==> src/rtl/call_ret_stack.sv <==
module call_ret_stack #(
  parameter int          AW     = 16,
  parameter int          LEVELS = 2,
  parameter logic [7:0]  SP_RST = 8'h07,
  localparam int         LW     = $clog2(LEVELS)
) (
  input  logic          clk,
  input  logic          rst_n,
  input  logic          call_req,
  input  logic          ret_req,
  input  logic          reti_req,
  input  logic [AW-1:0] ret_addr,
  input  logic [AW-1:0] call_target,
  input  logic          sp_load,
  input  logic [7:0]    sp_din,
  input  logic          isr_enter,
  input  logic [LW-1:0] isr_level,
  output logic          ram_we,
  output logic [7:0]    ram_addr,
  output logic [7:0]    ram_wdata,
  input  logic [7:0]    ram_rdata,
  output logic [7:0]    sp,
  output logic [AW-1:0] pc,
  output logic          busy,
  output logic          done,
  output logic [LEVELS-1:0] in_service
);

  typedef enum logic [2:0] {S_IDLE, S_PUSH_LO, S_PUSH_HI, S_POP_HI, S_POP_LO, S_POP_END} state_t;

  state_t        state;
  logic [AW-1:0] ret_q, tgt_q;
  logic [7:0]    hi_q;
  logic          is_reti;
  logic [LEVELS-1:0] top_mask, set_mask, clr_mask;

  wire pushing = (state == S_PUSH_LO) || (state == S_PUSH_HI);

  assign busy      = (state != S_IDLE);
  assign ram_we    = pushing;
  assign ram_addr  = pushing ? sp + 8'd1 : sp;
  assign ram_wdata = (state == S_PUSH_LO) ? ret_q[7:0] : ret_q[15:8];

  always_comb begin
    top_mask = '0;
    for (int i = 0; i < LEVELS; i++)
      if (in_service[i]) top_mask = LEVELS'(1) << i;
  end

  assign set_mask = isr_enter ? (LEVELS'(1) << isr_level) : '0;
  assign clr_mask = (state == S_POP_END && is_reti) ? top_mask : '0;

  always_ff @(posedge clk) begin
    if (!rst_n) in_service <= '0;
    else        in_service <= (in_service & ~clr_mask) | set_mask;
  end

  always_ff @(posedge clk) begin
    if (!rst_n) begin
      state   <= S_IDLE;
      sp      <= SP_RST;
      pc      <= '0;
      ret_q   <= '0;
      tgt_q   <= '0;
      hi_q    <= '0;
      is_reti <= 1'b0;
      done    <= 1'b0;
    end else begin
      done <= 1'b0;
      case (state)
        S_IDLE: begin
          if (sp_load) sp <= sp_din;
          else if (call_req) begin
            ret_q <= ret_addr;
            tgt_q <= call_target;
            state <= S_PUSH_LO;
          end else if (ret_req || reti_req) begin
            is_reti <= !ret_req;
            state   <= S_POP_HI;
          end
        end
        S_PUSH_LO: begin sp <= sp + 8'd1; state <= S_PUSH_HI; end
        S_PUSH_HI: begin sp <= sp + 8'd1; pc <= tgt_q; done <= 1'b1; state <= S_IDLE; end
        S_POP_HI:  begin sp <= sp - 8'd1; state <= S_POP_LO; end
        S_POP_LO:  begin hi_q <= ram_rdata; sp <= sp - 8'd1; state <= S_POP_END; end
        S_POP_END: begin pc <= {hi_q, ram_rdata}; done <= 1'b1; state <= S_IDLE; end
        default:   state <= S_IDLE;
      endcase
    end
  end

  AST_SP_UP: assert property (@(posedge clk) disable iff (!rst_n)
    ram_we |=> sp == $past(sp) + 8'd1);
  AST_SP_DOWN: assert property (@(posedge clk) disable iff (!rst_n)
    (state == S_POP_HI || state == S_POP_LO) |=> sp == $past(sp) - 8'd1);
  AST_DONE_PULSE: assert property (@(posedge clk) disable iff (!rst_n)
    done |=> !done);
  AST_IDLE_NO_WRITE: assert property (@(posedge clk) disable iff (!rst_n)
    !busy |-> !ram_we);
  AST_RELEASE_AT_DONE: assert property (@(posedge clk) disable iff (!rst_n)
    (|(~in_service & $past(in_service))) |-> done);
  AST_SINGLE_RELEASE: assert property (@(posedge clk) disable iff (!rst_n)
    $countones(~in_service & $past(in_service)) <= 1);

endmodule

==> config.mk <==
export PLATFORM = sky130hd
export DESIGN_NAME = call_ret_stack
export DESIGN_NICKNAME = d
export VERILOG_FILES = /design/src/rtl/call_ret_stack.sv
export SDC_FILE = /design/constraint.sdc
export NUM_CORES = 1
export LEC_CHECK = 0
export CAP_MARGIN = 20
export CELL_PAD_IN_SITES_DETAIL_PLACEMENT = 1
export CELL_PAD_IN_SITES_GLOBAL_PLACEMENT = 1
export CORE_ASPECT_RATIO = 0.75
export CORE_MARGIN = 2
export CORE_UTILIZATION = 34
export CTS_CLUSTER_DIAMETER = 200
export DETAILED_ROUTE_END_ITERATION = 8
export PLACE_DENSITY_LB_ADDON = 0.2
export SYNTH_ARGS = -nofsm -noshare
export SYNTH_HDL_FRONTEND = slang
export SYNTH_SLANG_ARGS = --single-unit
==> constraint.sdc <==
create_clock -name clk -period 2.2 [get_ports clk]
set_input_delay 0.22 -clock clk [delete_from_list [all_inputs] [get_ports clk]]
set_output_delay 0.22 -clock clk [all_outputs]
set_load 0.02 [all_outputs]
# == Word level (Yosys, flattened, before mapping) ==
# Cells that the tools add are included.
# classes
n_addsub,2
mul,0
div_mod_pow,0
order_cmp,0
eq_ne,8
n_shift,1
mux,14
n_bitwise,5
reduce_logical,15
# op_table
cell,count
$pmux W16 S2,1
$mux W8,3
$pmux W8 S3,1
$pmux W3 S4,1
$mux W3,3
$add A8 B1 Y8 const B,1
$sub A8 B1 Y8 const B,1
$eq A3 B2 Y1 const B,2
$eq A3 B3 Y1 const B,2
$mux W2,3
$reduce_bool A3 Y1,2
$reduce_or A2 Y1,3
$ne A2 B2 Y1 const B,2
$reduce_and A2 Y1,2
$reduce_and A4 Y1,1
$eq A3 B1 Y1 const B,1
$logic_not A3 Y1,1
$ne A3 B3 Y1 const B,1
$reduce_and A3 Y1,1
$and A2 B2 Y2,1
$logic_or A1 B1 Y1,2
$mux W1,2
$not A1 Y1,2
$not A2 Y2,1
other kinds (5),5
# word_totals
regBits,71
latchBits,0
ramBits,0
mem_bits_ro,0
inputBits,56
out_inout_bits,45
elab_cells,54
n_memories,0

# == Logic depth before layout (Yosys ltp) ==
# Gate-level depths: netlist of the first run.
# logic_depth
ltp_word,6
ltp_mapped,7
mapped_depth_nobuf,6

# == Worst setup path before layout of the first run ==
# No wires, ideal clock.
# synth_timing
path_type,flip-flop to output port
start,register sp[0]
end,output port ram_addr[6]
arrival_time_ps,1672
required_ps,1980
slack_ps,308
stages_incl_launch_ff,7
n_path_buf,1
cell_sequence,dfxtp_1 > ha_1 > and3_1 > clkbuf_1 > nand3_1 > nor2_1 > xor2_1
# synth_between
elab_chain_len,2
# synth_lines
element,line,rtl
from (decl),22,"output logic [7:0] sp,"
from (signal assigned),72,if (sp_load) sp <= sp_din;
$add A8 B1 Y8,41,assign ram_addr = pushing ? sp + 8'd1 : sp;
$mux W8,41,
to (decl),19,"output logic [7:0] ram_addr,"
# No other way between the ends.

# == Worst setup path in the final report of the first run ==
# layout_timing
start,register state[1]
end,output port ram_we
# layout_between
elab_chain_len,2
word_cells_on_any_way,3
cone_classes,2 x eq/ne; 1 x reduce/logical
# layout_lines
element,line,rtl
from (decl),31,state_t state;
from (signal assigned),60,state <= S_IDLE;
from (signal assigned),76,state <= S_PUSH_LO;
from (signal assigned),79,state <= S_POP_HI;
$eq A3 B1 Y1 or $eq A3 B2 Y1 (tied branches),37,wire pushing = (state == S_PUSH_LO) || (state == S_PUSH_HI);
$logic_or A1 B1 Y1 *,37,
to (decl),18,"output logic ram_we,"
# Mark *: on every way between the ends. The rest lies on a longest branch, timed or not.

==> results.txt, run 1 <==
The class of the most critical hold timing path is in -> reg. The number of global-route vias before repair is 3503. The count of filler cells inserted in the layout came out at 1123.

The core region is 9660 um2. The placer's final routability congestion estimate is 0.905. Counting flops with a built-in enable in the synthesized netlist gives 0. The per-cell via count in the routed design came out at 5.18. The initialized floorplan defines 31 standard-cell rows. The x dimension of the die is 119 um.

The layout overhead on the synthesized area is 47.1%. The number of distinct library cell variants in the gate-level netlist after synthesis is 60. In the synthesized netlist the dominant register cell turns out to be dfxtp_1.

The count of buffers from port buffering came out at 100. The leakage power of the design is 1.85 nW. The number of sinks on the clock net came out at 71. Once the clock tree was built, the setup fixing pass inserted 0 buffers. The switching share of power came out at 30.1%. The number of antenna violations at the first check in global routing came to 0. The post-route DRC violation count is 0.

The worst pin sits at a relative slew slack of 47.1%. The count of warnings emitted by yosys came out at 0. STA puts the critical path data arrival time at 1.90 ns. The residual antenna-violating net count after detailed routing came out at 0.

The per-instance average area after synthesis is 8.24 um2. The minimum period implied by the final worst setup slack came out at 2.12 ns. The endpoint identified for the worst register-to-register timing path is sp[2]. The total power came out at 0.00419 W. The die outline area is 10700 um2. The maximum clock insertion buffer count is 2. STA classifies the critical path startpoint as a register. The final clock skew came out at 0.00443 ns. The die outline height is 90.1 um. In this run the critical register-to-register path is launched from state[2]. The netlist area before placement came out at 3360 um2.

The all-layer global routing usage is 21.3%. The hold path depth came out at 3. The endpoint type of the worst setup path is an output port. The minimum setup slack among reg-to-reg paths came out at 0.20 ns. Once the floorplan was initialized, standard cells occupied 34.8% of the core. In this run the most critical hold path is launched from call_target[1]. The worst-margin pin slew is 0.793 ns. The post-synthesis async set-or-reset flop share is 0%. The layout cell share with drive strength beyond 1 is 12.5%. The overall via count from detail_route came out at 3377.

The area after detailed placement came out at 4630 um2. The final antenna diode count is 0. The peak clock frequency supported by timing came out at 0.471 GHz.

The net count after synthesis came out at 467. The clock-pin slew reported for the worst setup and hold paths after clock tree synthesis came out at 0.06 ns. The area of all placed cells without fillers came out at 4950 um2. For this design the total switching power over the nets is 0.00126 W.

The total wire length after detailed routing is 11300 um. The clock latency of the later-clocked register in the worst-skew pair is 0.33 ns. The worst voltage drop across the vdd grid came out at 0.310 mV. In the finished design, the share of the clock period the worst path needs comes to 96.5%. The worst-path maximum fanout came out at 8. The clock share of power is 36.8%. Once detailed placement completed, the half-perimeter wirelength came to 8250 um. For this block, the initial DRC count from the detailed router was 142. The first-pass detailed-route iteration total is 4.

The library cell used as clock root buffer is clkbuf_16. The worst hold path terminates at tgt_q[1]. The TritonCTS buffer count is 9.

TritonCTS built the clock tree. The largest net degree at the start of global routing came out at 33. The count of H-tree levels built during CTS is 3. The required time of the critical path came out at 1.98 ns. The overflow left after global routing is 0.

The final-report hold violation count is 0. Setup violations remaining at the end of the flow were counted as 0. The critical path is of the reg -> out type. The internal power is 0.00293 W. The global-route wire length before repair is 18100 um.

The number of pins exceeding their max-slew limit in the final report came out at 0. The number of instances in the synthesized netlist came out at 408. The power per cell area came out at 846 nW/um2. The average routed wire per standard cell came out at 17.3 um. The flow ran to the end, and the final reports show no timing, DRC or antenna violations. Of the synthesized area, sequential elements account for 42.3%. The top-level I/O count came out at 101. The total number of nets in the final design came out at 575. The relative contribution of sequential cells to total power came out at 34.5%. The number of violations of the max-capacitance limit is 0.

The combinational share of power came out at 28.7%. The cell count of the worst reg-to-reg path is 6. Counting flops and latches in the post-synthesis netlist gives 71.
## power groups by stage
stage               registers (W)  clock network [W]  logic, W
floorplan                 0.00150                  0  0.000601
global placement          0.00146                  0   0.00119
detailed placement        0.00146                  0   0.00122
CTS                       0.00144            0.00157   0.00119
global route              0.00145            0.00162   0.00130
finish                    0.00144            0.00154   0.00120
## critical path, stage by stage (launching register included)
cell and delay, ns:
dfxtp_1 0.37, xor2_2 0.18, nand2_2 0.09, buf_4 0.17
inv_2 0.14, clkdlybuf4s50_1 0.63
## per-layer routing
| metal | global-route usage [%] | vias up | wire, um |
|---|---|---|---|
| met4 | 5.56 | 0 | 88 |
| met3 | 6.66 | 9 | 806 |
| met2 | 32.5 | 98 | 4870 |
| met5 | 0 | - | 0 |
| met1 | 29.1 | 1629 | 5520 |
| li1 | - | 1641 | - |
## final cells by class
cell class | instances | area (um2) | area share (%)
Clock inverter | 4 | 70.1 | 1.42
Sequential cell | 71 | 1420 | 28.7
Multi-Input combinational cell | 297 | 1770 | 35.7
Tap cell | 132 | 165 | 3.34
Inverter | 8 | 30.0 | 0.607
Clock buffer | 11 | 243 | 4.91
Timing Repair Buffer | 129 | 1250 | 25.3
## cell usage after synthesis, drive strengths merged (2+ instances only)
| library cell | count | area share, % |
|---|---|---|
| xnor2 | 5 | 1.5 |
| a22oi | 6 | 1.3 |
| nor4 | 3 | 0.74 |
| a21boi | 3 | 0.67 |
| nand3 | 2 | 0.30 |
| a21oi | 57 | 8.5 |
| mux2i | 12 | 3.6 |
| nor3 | 8 | 1.3 |
| a2111oi | 2 | 0.52 |
| dfxtp | 71 | 42 |
| nor3b | 3 | 1.2 |
| inv | 8 | 0.89 |
| and3b | 2 | 0.52 |
| xor2 | 4 | 1.3 |
| clkbuf | 15 | 1.7 |
| or3 | 3 | 0.56 |
| o21ai | 10 | 1.5 |
| nand2 | 95 | 11 |
| ha | 3 | 1.1 |
| a221oi | 2 | 0.71 |
| o211ai | 4 | 0.89 |
| nor2b | 2 | 0.37 |
| nor2 | 22 | 2.5 |
| nand4 | 2 | 0.37 |
| mux2 | 8 | 2.7 |
| or4 | 3 | 0.89 |
| a211oi | 14 | 3.1 |
| buf | 17 | 3.1 |
| o31ai | 5 | 1.1 |
## worst max path at each step
stage                   from            to  slack (ns)  cells after the start
floorplan              sp[0]   ram_addr[6]        0.31                      6
global placement    state[0]  ram_wdata[0]        0.14                      6
detailed placement  state[0]  ram_wdata[4]        0.07                      6
CTS                 state[1]   ram_addr[7]        0.01                      5
global route        state[1]        ram_we      -0.009                      5
finish              state[1]        ram_we        0.08                      5
## state kept, by name, indices dropped and copies added (netlist names)
register / count
in_service: 2
tgt_q: 16
sp: 8
pc: 16
state: 3
ret_q: 16
hi_q: 8
done: 1
is_reti: 1
## logic make-up (layout without fill, tap and decap cells)
group | count (synthesis) | count (layout) | synth area share, %
AO/OA/AOI/OAI | 114 | 114 | 21.4
XOR/XNOR | 9 | 9 | 2.79
adder cells (fa/ha/maj) | 3 | 3 | 1.12
buffers and inverters | 40 | 152 | 5.62
flip-flops | 71 | 71 | 42.3
multiplexers | 20 | 20 | 6.25
AND/OR/NAND/NOR | 151 | 151 | 20.6
## timing repair
action / 4_1_cts / 5_1_grt
hold buffers: 0 / 0
setup endpoints to repair: 16 / 14
resized for setup: 20 / 19
## placed cells by master (no fill, tap or decap), types with 2 or more instances in the layout
master and n:
nand2_1 94, clkdlybuf4s50_1 83, dfxtp_1 70, a21oi_1 57, buf_4 24, nor2_1 22
a211oi_1 14, mux2i_1 12, clkdlybuf4s15_1 10, clkbuf_16 9, mux2_1 8, nor3_1 7
a22oi_1 6, inv_1 5, o31ai_1 5, o21ai_0 5, o21ai_1 5, xnor2_1 4
o211ai_1 4, or3_1 3, inv_2 3, xor2_1 3, a21boi_0 3, ha_1 3
clkbuf_2 3, dlygate4sd2_1 3, buf_12 3, or4_4 2, nand4_1 2, nor4_1 2
nor2b_1 2, and3b_1 2, a2111oi_0 2, clkinv_2 2, bufinv_16 2
## through the flow
step / hold slack, ns / worst slack (ns) / setup TNS (ns) / util, % / cells
finish: 0.437 / 0.0771 / 0 / 51.2 / 652
global placement: 0.441 / 0.137 / 0 / 47.9 / 637
floorplan: 0.309 / 0.308 / 0 / - / 408
detailed placement: 0.449 / 0.0676 / 0 / 47.9 / 637
CTS: 0.428 / 0.0125 / 0 / 51.1 / 652
global route: 0.449 / -0.00889 / -0.00889 / 51.2 / 652
Power figures use the tool's default switching activity.
==> inputs of run 2 (changes only) <==
--- a/config.mk
+++ b/config.mk
@@ -9,5 +9,4 @@
 export CELL_PAD_IN_SITES_DETAIL_PLACEMENT = 1
 export CELL_PAD_IN_SITES_GLOBAL_PLACEMENT = 1
-export CORE_ASPECT_RATIO = 0.75
 export CORE_MARGIN = 2
 export CORE_UTILIZATION = 34
==> constraint.sdc (replaced) <==
create_clock -name clk -period 2.2 [get_ports clk]
set_input_delay 0.22 -clock clk [delete_from_list [all_inputs] [get_ports clk]]
set_output_delay 0.22 -clock clk [all_outputs]
set_load 0.01 [all_outputs]
==> run 2 against run 1 <==
Net effect: sequential power about the same; clock power decreased by 36%; register-to-register slack gained 0.06 ns; sequential share of layout area increased by 0.58 points; routed wire length decreased by 4.8%; clock-buffer cell count is 1 lower; clock skew is 0.0091 ns higher; hold slack got worse by 0.025 ns; critical path type unchanged; critical endpoint is now ram_wdata[6].
==> results.txt, run 2 (synthesized netlist as in run 1, its figures left out) <==
The die outline area came out at 10700 um2. The first-pass detailed-route iteration total is 4. The worst relative slew slack came out at 46.2%. The minimum hold slack came out at 0.412 ns.

The required time of the critical path came out at 1.98 ns. The flow ran to the end, and the final reports show no timing, DRC or antenna violations. The most numerous cell type found on the critical path is buf_6. The global-route wire length before repair is 17100 um. The sequential cell area is 1430 um2. For flop-to-flop paths, the worst setup slack is 0.26 ns. The standard cell core area came out at 9680 um2. The critical path's largest stage delay is 0.32 ns. The worst-case IR drop observed on VDD is 0.295 mV.

The critical path contains buffers and inverters numbering 4 combined. Leaving out fill and tap cells, the most frequent cell in the layout is nand2_1. The placer's final routability congestion estimate came out at 0.814. CTS built an H-tree with a depth of 3.

The tightest min-delay check is of the in -> reg type. The total wire length after detailed routing is 10700 um. The clock-pin slew reported for the worst setup and hold paths after clock tree synthesis came out at 0.09 ns. The sum of net half-perimeters after detailed placement came out at 7580 um.

The clock passes through at most 2 buffers. The clock latency of the later-clocked register in the worst-skew pair came out at 0.34 ns. Dividing total power by cell area gives a power density of 722 nW/um2.

The number of antenna violations at the first check in global routing is 0. The library cell contributing the largest single delay on the critical path is dfxtp_1. The overall via count from detail_route is 3396. The cell row count is 36.

The peak clock frequency supported by timing is 0.474 GHz. The library cell used as clock root buffer is clkbuf_8. The number of sinks on the clock net is 71. STA classifies the critical path startpoint as a register.

Leaving out fill and tap cells, the most frequent cells in the layout are nand2_1, clkdlybuf4s50_1, dfxtp_1. For this run, the total global-route usage over all layers was measured as 20.5%. The count of nets left with antenna violations once routing finished came out at 0. The worst setup path is captured at an output port.

The largest registers in the layout are pc: 16 flops, ret_q: 16 flops, tgt_q: 16 flops. Of the cells placed in the final design, the portion with a size suffix greater than 1 is 15.0%. Tracing the worst setup path back leads to its startpoint at state[2]. The worst hold path begins at call_target[11].

Hold repair after CTS inserted 0 buffers. In this run, CTS created clock tree buffers numbering 9. The area occupied by multi-input gates came out at 1780 um2. The total number of nets in the final design is 582.

The final clock skew is 0.0135 ns. The number of global-route vias before repair is 3398. The category of the most critical setup path is reg -> out. Setup violations remaining at the end of the flow were counted as 0. The average routed wire per standard cell is 16.3 um. The critical path data arrival time came out at 1.89 ns. In this run the worst path has a maximum fanout of 14. The layout overhead on the synthesized area is 45.4%. The cell count after placement is 634. The number of violations of the max-capacitance limit is 0. The initial standard-cell utilization of the core is 34.7%.

Port buffering added 100 buffers. The minimum period implied by the final worst setup slack came out at 2.11 ns. The per-cell via count in the routed design came out at 5.14. Overall power consumption after layout is estimated at 0.00353 W. Traced cell by cell, the critical path runs through buf_6 > nor3_4 > buf_6 > buf_4 > mux2_1 > dlygate4sd2_1. The share of the clock period used by the worst path after layout came out at 95.9%. The overflow left after global routing came out at 0. The worst-margin pin slew is 0.807 ns. The number of pins exceeding their max-slew limit in the final report is 0. Entering global routing, the biggest net connects 40 pins. The final antenna diode count came out at 0. On the critical path the largest part of the delay comes from buffers and inverters. The count of non-filler cells in the finished layout is 661. The final-report hold violation count is 0. The initial detailed-routing violation count came out at 97. After filler insertion, the fill cell instance count of the layout stands at 1170. The leakage power of the design is 1.83 nW.

The x dimension of the die is 103 um. In this run the vertical extent of the chip is 103 um. In this run the count of I/O pins placed on the die edge is 101.

The post-route DRC violation count is 0. TritonCTS built the clock tree. The launching point of the worst reg2reg path is sp[1].
## run 2: cell count changes in the layout (fill, tap and decap cells not counted), moves of 5 or more
cell / change
dlygate4sd2_1: +10
clkbuf_16: -9
clkbuf_8: +9
clkdlybuf4s15_1: -8
buf_4: +6
dfxtp_1: -5
## run 2: metrics by stage
step | setup TNS [ns] | worst slack, ns | area (um2) | util (%)
floorplan | 0 | 0.479 | 3360 | -
global placement | 0 | 0.159 | 4580 | 47.3
detailed placement | 0 | 0.121 | 4580 | 47.3
CTS | 0 | 0.0111 | 4820 | 49.7
global route | -0.00131 | -0.00131 | 4890 | 50.5
finish | 0 | 0.0913 | 4890 | 50.5
## run 2: power breakdown
group,switching (W),total [W],leakage [nW],internal [W]
clock network,0.000533,0.000979,0.0902,0.000446
logic,0.000563,0.00111,1.16,0.000546
registers,0.0000683,0.00144,0.580,0.00137
total,0.00116,0.00353,1.83,0.00236
## run 2: metal layers
| metal | vias to the layer above | global-route usage, % | part of all wire [%] |
|---|---|---|---|
| met3 | 8 | 3.97 | 5.4 |
| met2 | 94 | 34.2 | 48 |
| met5 | - | 0 | 0 |
| met4 | 0 | 5.47 | 0.99 |
| li1 | 1656 | - | - |
| met1 | 1638 | 27.1 | 46 |
## run 2: repair_timing
item	in CTS	in global routing
pin swaps	5	0
setup endpoints to repair	16	4
setup buffers	4	7
gates resized for setup	34	6
## run 2: worst min-delay path: stages
cell	delay, ns
clkdlybuf4s50_1	0.39
nand2_1	0.05
a21oi_1	0.05
## run 2: worst paths after layout
path | endpoint | cells past startpoint
max | ram_wdata[6] | 6
min | tgt_q[11] | 3
max reg2reg | sp[5] | 5
min reg2reg | ret_q[14] | 2
## run 2: final cells by class
cell class	count	area share, %
inverters	8	0.665
multi-input cells	297	36.4
repair buffers	136	26.5
well taps	133	3.40
clock buffers	10	2.81
flip-flops and latches	71	29.3
clock inverters	6	0.921
